### src/rtl/pwc_capture_timer.sv
module pwc_capture_timer #(
  parameter int CNT_W = 16
) (
  input  logic             clk,
  input  logic             rst_n,
  input  logic             cnt_en,
  input  logic             meas_in,
  input  logic [3:0]       mode,
  output logic [CNT_W-1:0] result,
  output logic [CNT_W-1:0] width_hi,
  output logic             valid,
  output logic             ovf
);

  localparam logic [CNT_W-1:0] CNT_TOP = '1;
  localparam logic [3:0] M_HIGH   = 4'b0101;
  localparam logic [3:0] M_LOW    = 4'b0110;
  localparam logic [3:0] M_PER_R  = 4'b0111;
  localparam logic [3:0] M_PER_F  = 4'b1000;
  localparam logic [3:0] M_HI_PER = 4'b1001;
  localparam logic [3:0] M_FR_R   = 4'b1010;
  localparam logic [3:0] M_FR_F   = 4'b1011;
  localparam logic [3:0] M_FR_B   = 4'b1100;
  localparam logic [3:0] M_CL_R   = 4'b1101;
  localparam logic [3:0] M_CL_F   = 4'b1110;
  localparam logic [3:0] M_CL_B   = 4'b1111;

  logic sync_a, sync_b, sync_prev;
  logic armed;
  logic [CNT_W-1:0] cnt;

  logic rise, fall, idle, capturing;
  logic start_ev, end_ev, hi_ev, cap_ev, cap_clr, one_shot;
  logic load, wrap;

  assign rise      = sync_b & ~sync_prev;
  assign fall      = ~sync_b & sync_prev;
  assign idle      = (mode < M_HIGH);
  assign capturing = (mode >= M_FR_R);

  always_comb begin
    start_ev = 1'b0;
    end_ev   = 1'b0;
    hi_ev    = 1'b0;
    cap_ev   = 1'b0;
    cap_clr  = 1'b0;
    one_shot = 1'b0;
    unique case (mode)
      M_HIGH:   begin start_ev = rise; end_ev = fall & armed; one_shot = 1'b1; end
      M_LOW:    begin start_ev = fall; end_ev = rise & armed; one_shot = 1'b1; end
      M_PER_R:  begin start_ev = rise; end_ev = rise & armed; end
      M_PER_F:  begin start_ev = fall; end_ev = fall & armed; end
      M_HI_PER: begin start_ev = rise; end_ev = rise & armed; hi_ev = fall & armed; end
      M_FR_R:   cap_ev = rise;
      M_FR_F:   cap_ev = fall;
      M_FR_B:   cap_ev = rise | fall;
      M_CL_R:   begin cap_ev = rise;        cap_clr = 1'b1; end
      M_CL_F:   begin cap_ev = fall;        cap_clr = 1'b1; end
      M_CL_B:   begin cap_ev = rise | fall; cap_clr = 1'b1; end
      default:  ;
    endcase
  end

  assign load = start_ev | (cap_ev & cap_clr);
  assign wrap = cnt_en & (cnt == CNT_TOP) & ~load & ~idle & (armed | capturing);

  always_ff @(posedge clk) begin
    if (!rst_n) begin
      sync_a    <= 1'b0;
      sync_b    <= 1'b0;
      sync_prev <= 1'b0;
    end else begin
      sync_a    <= meas_in;
      sync_b    <= sync_a;
      sync_prev <= sync_b;
    end
  end

  always_ff @(posedge clk) begin
    if (!rst_n) begin
      cnt   <= '0;
      armed <= 1'b0;
    end else if (idle) begin
      cnt   <= '0;
      armed <= 1'b0;
    end else begin
      if (load) cnt <= {{(CNT_W-1){1'b0}}, cnt_en};
      else      cnt <= cnt + {{(CNT_W-1){1'b0}}, cnt_en};
      if (start_ev)               armed <= 1'b1;
      else if (end_ev && one_shot) armed <= 1'b0;
    end
  end

  always_ff @(posedge clk) begin
    if (!rst_n) begin
      result   <= '0;
      width_hi <= '0;
      valid    <= 1'b0;
      ovf      <= 1'b0;
    end else begin
      valid <= end_ev | cap_ev;
      if (end_ev | cap_ev) result <= cnt;
      if (hi_ev) width_hi <= cnt;
      ovf <= wrap | (ovf & ~valid);
    end
  end

endmodule

### config.mk
export PLATFORM = sky130hd
export DESIGN_NAME = pwc_capture_timer
export DESIGN_NICKNAME = d
export VERILOG_FILES = /design/src/rtl/pwc_capture_timer.sv
export SDC_FILE = /design/constraint.sdc
export NUM_CORES = 1
export LEC_CHECK = 0
export ABC_CLOCK_PERIOD_IN_PS = 4700
export BUFFER_PORTS_ARGS = -buffer_cell sky130_fd_sc_hd__buf_2
export CAP_MARGIN = 10
export CORE_UTILIZATION = 40
export CTS_BUF_LIST = sky130_fd_sc_hd__clkbuf_4 sky130_fd_sc_hd__clkbuf_8 sky130_fd_sc_hd__clkbuf_16
export CTS_CLUSTER_DIAMETER = 60
export CTS_CLUSTER_SIZE = 10
export DETAILED_ROUTE_END_ITERATION = 10
export GPL_TIMING_DRIVEN = 0
export PLACE_DENSITY = 0.69
export SLEW_MARGIN = 20
export SYNTH_ARGS = -nofsm -noshare
export SYNTH_HDL_FRONTEND = slang
export SYNTH_SLANG_ARGS = --single-unit
### constraint.sdc
create_clock -name clk -period 4.7 [get_ports clk]
set_input_delay 1.175 -clock clk [delete_from_list [all_inputs] [get_ports clk]]
set_output_delay 1.175 -clock clk [all_outputs]
set_load 0.05 [all_outputs]
* Word level (Yosys, flattened, before mapping) *
Cells that the tools add are included.

storage, ports and cells
  input bits = 8
  output and inout port bits = 34
  register bits = 54
  logic and storage cells = 68

operators by class
  reductions and logical operators = 13
  muxes and demuxes = 9
  equal/unequal tests = 12
  order comparisons = 2
  bitwise logic cells = 21
  add/subtract/negate cells = 1

operator list
  operator              number
  $eq 4x4->1 const B    8
  $add 16x1->16         1
  $eq 16x16->1 const B  1
  $reduce_or 2->1       7
  $eq 4x3->1 const B    3
  $reduce_or 3->1       4
  $and 1x1->1           10
  $mux 1                6
  $not 1->1             6
  $or 1x1->1            5
  $ge 4x4->1 const B    1
  $lt 4x3->1 const B    1
  $pmux 1 s2            2
  $pmux 1 s3            1
  $reduce_bool 2->1     1
  $logic_and 1x1->1     1

* Depth between registers and ports, before layout *
  word-level depth = 11
  mapped depth = 9
  mapped depth without buffers = 7

* Least setup slack after synthesis *
Ideal clock, no wire load.

  path kind = input-to-reg
  start point = input mode[2]
  end point = register result[10]
  library setup time = 72 ps
  required time = 4628 ps
  arrival time = 2431 ps
  cell stages on the path = 8
  path buffers = 3
  path slack = 2197 ps
  cell sequence = buf_2 > nor2b_1 > a32o_1 > a32oi_1 > and3_1 > buf_6 > buf_12 > mux2i_1

between the ends
  cells in the longest elaborated chain, start to end = 4
  elaborated cells on any way between the ends = 19
  classes of those cells = eq/ne (11); mux (2); bitwise (1); reduce/logical (5)

ends and longest elaborated chain
  item                                                                 line  text
  start: declaration                                                   8     input logic [3:0] mode,
  $eq 4x3->1 / $eq 4x4->1 (equally long branches)                      48    unique case (mode)
  $reduce_or 3->1 (no line) / $reduce_or 2->1 (equally long branches)  n/a
  $pmux 1 s2 / $pmux 1 s3 (equally long branches)                      48
  $or 1x1->1 *                                                         102   if (end_ev | cap_ev) result <= cnt;
  end signal: assignment                                               102
  end: declaration                                                     9     output logic [CNT_W-1:0] result,

Mark *: on every way between the ends. The rest lies on a longest branch, timed or not.
A chain may end at the register's enable or synchronous reset.

* Worst setup path in the final report *
  start point = input mode[1]
  end point = register cnt[9]

between the ends
  cells in the longest elaborated chain, start to end = 6
  elaborated cells on any way between the ends = 24
  classes of those cells = order compare (1); eq/ne (11); mux (3); bitwise (2); reduce/logical (7)

ends and longest elaborated chain
  item                                                                 line  text
  $eq 4x4->1                                                           48
  $reduce_or 2->1 (no line) / $reduce_or 3->1 (equally long branches)  n/a
  $pmux 1 s3 / $mux 1 (equally long branches)                          48
  $and 1x1->1                                                          64    assign load = start_ev | (cap_ev & cap_clr);
  $or 1x1->1                                                           64
  $reduce_or 3->1 (no line) *                                          n/a
  end signal: assignment                                               87    if (load) cnt <= {{(CNT_W-1){1'b0}}, cnt_en};
  end signal: assignment                                               88    else cnt <= cnt + {{(CNT_W-1){1'b0}}, cnt_en};
  end: declaration                                                     30    logic [CNT_W-1:0] cnt;

Marked as above.

==> metrics <==
fin nets 312; die width 78.9 um; vias in the first global route about 1,600; # port buffers 38; RSZ-0062 raised after global routing no; Final Non-Filler Cells between 300 and 400; global-route wire length before repair 7.89 mm; Inserted Diodes 0; Max Transition Viols Final 0; critical path peak fanout 10; top cells by area, synth dfxtp_1 46%, mux2i_1 14%, nand2_1 7.0%; Mapped Cells 255; Final Skew 0.0100 ns; Detail Route Antenna Nets 0; clk root buf clkbuf_8; CTS sink count 54; Rows 27; via count 1,814; remaining global-route overflow 0; CTS clk-pin slew, worst paths 0.09 ns; worst path cell trace buf_2, buf_2, nor2_1, o2bb2ai_1, o211ai_1, nand3_1, buf_2, nor2_1; Via density 4.88; setup TNS 0 ns; Worst Tran Pin Value around 0.75 ns; CTS resizes 0; clk buf depth 2; peak supply drop 0.000141 V; Net Count, Synth between 200 and 300; min Tclk post-route 2.39 ns; EDFF count, synth 0; initial DRC count 100; maximum clock rate 418 MHz; Primary FF master, synth dfxtp_1; most frequent CP cell buf_2; most common cell in the netlist dfxtp_1; Clk Latency, worst-skew pair ~0.30 ns; status complete, no violations; starting density of the core 42.2%; most instantiated cells after synthesis 54 x dfxtp_1, 44 x nand2_1, 32 x mux2i_1; Max-slew headroom 49.4%; Mapped Area 2370 um2; CP delay by family, top buffers and inverters; CTS Buf Count 5; DR DRC count 0; critical path class in2reg; Ys Warns 0; H-tree depth 2; CTS tree done; final core occ between 40 and 50%; buffers and inverters on the worst path 3; Syn Area/Cell 9.28 um2; Core Area about 5600 um2; antenna violations before repair 0; placed cells 365; DR pass1 iterations 4; largest net degree at the start of global routing 16; fill count 553; Critical Path RT 4.89 ns; cell with the largest stage delay on the worst path nand3_1; Async SR Flop Fraction 0%; layout cells sized above 1 18.0%; Die Height 78.9 um; placed wire-length estimate between 3 and 4 mm; Crit path arrival time 2.58 ns; Synth top area share 45.7%; gpl congestion roughly 0.78; Fin. Hold Viols 0; WL final 4.73 mm; post-route clock period utilization 50.9%; critical path endpoint category flip-flop; total setup buffers inserted after CTS 0; sequential area share after synthesis 45.7%; synth unique cells 34; Maximum Capacitance Violations 0; Synth Register Bits 54; IO Count 42; final setup violation count 0; Max stage delay on crit path between 0.2 and 0.3 ns; Cell Pwr Density 298 nW/um2; drt wl/cell 12.7 um; CTS Hold Bufs 0; worst min-delay path category reg2reg; Layout area overhead 16.6%; CP startpoint kind input pin; GRT Total Usage 16.4%; largest area contributor in the netlist dfxtp_1; total die area between 6000 and 7000 um2; leakage around 1.1 nW
==> layout make-up <==
class / count / area (um2) / share of cell area (%)
Clock inverter: 1 / 30.0 / 1.09
Multi-Input combinational cell: 182 / 1180 / 42.7
Inverter: 4 / 15.0 / 0.544
Tap cell: 72 / 90.1 / 3.26
Sequential cell: 54 / 1080 / 39.2
Timing Repair Buffer: 38 / 190 / 6.89
Buffer: 15 / 93.8 / 3.40
Clock buffer: 6 / 82.6 / 2.99
==> per-stage QoR <==
stage / hold slack, ns / total power, mW / instance area [um2] / setup slack (ns)
finish: 0.439 / 0.824 / 2760 / 2.31
global route: 0.472 / 0.858 / 2760 / 2.20
CTS: 0.443 / 0.833 / 2760 / 2.30
detailed placement: 0.419 / 0.526 / 2650 / 1.98
global placement: 0.414 / 0.526 / 2650 / 1.98
floorplan: 0.412 / 0.513 / 2370 / 2.20
==> placed cells by master (no fill, tap or decap), types with 2 or more instances in the layout <==
cell	n
a21oi_1	3
a32oi_1	2
and2_1	3
and3_1	2
and4_1	3
buf_2	43
buf_6	2
clkbuf_1	7
clkbuf_8	6
dfxtp_1	54
ha_1	4
inv_1	4
mux2i_1	32
nand2_1	44
nand2b_1	3
nand3_1	8
nand4_1	3
nor2_1	25
nor2b_1	18
o21a_1	3
o21ai_0	4
xnor2_1	5
xor2_1	9
==> flip-flops by register name (all words and copies together) (netlist names) <==
signal,cells
cnt,16
result,16
width_hi,16
armed,1
ovf,1
sync_a,1
sync_b,1
sync_prev,1
valid,1
==> logic make-up (layout without fill, tap and decap cells) <==
group | Yosys count | after routing | share of synthesized area [%]
AOI/OAI and AO/OA | 20 | 20 | 6.03
xor gates and xnor gates | 14 | 14 | 5.18
adders and majority gates | 4 | 4 | 2.11
buffers and inverters | 19 | 64 | 4.60
DFF | 54 | 54 | 45.7
muxes | 32 | 32 | 13.5
and+or+nand+nor | 112 | 112 | 22.9
==> where the power goes <==
| part | total [mW] | internal [mW] | switching, mW |
|---|---|---|---|
| sequential | 0.463 | 0.460 | 0.00283 |
| clock | 0.308 | 0.170 | 0.137 |
| combinational | 0.0528 | 0.0208 | 0.0320 |
==> worst reg2reg max path: stages (launching register included) <==
cell     delay [ns]
dfxtp_1        0.33
inv_1          0.06
ha_1           0.21
nand2_1        0.14
nor4_4         0.66
buf_6          0.27
mux2i_1        0.20
nor2b_1        0.07
==> metal layers <==
metal,global-route usage (%),routed length [um]
met3,4.14,275
met4,6.00,37
met5,0,0
met2,24.0,1950
met1,23.1,2460
==> path summary, 6_finish.rpt <==
kind / startpoint / to / slack (ns) / cells past startpoint
setup reg to reg: sync_b$_SDFF_PN0_ / width_hi[15]$_SDFFE_PN0P_ / 2.68 / 7
setup / recovery: mode[1] / cnt[9]$_SDFF_PP0_ / 2.31 / 8
hold / removal: sync_a$_SDFF_PN0_ / sync_b$_SDFF_PN0_ / 0.44 / 1
hold reg to reg: sync_a$_SDFF_PN0_ / sync_b$_SDFF_PN0_ / 0.44 / 1
No activity file was read; power rests on OpenSTA's default activity.
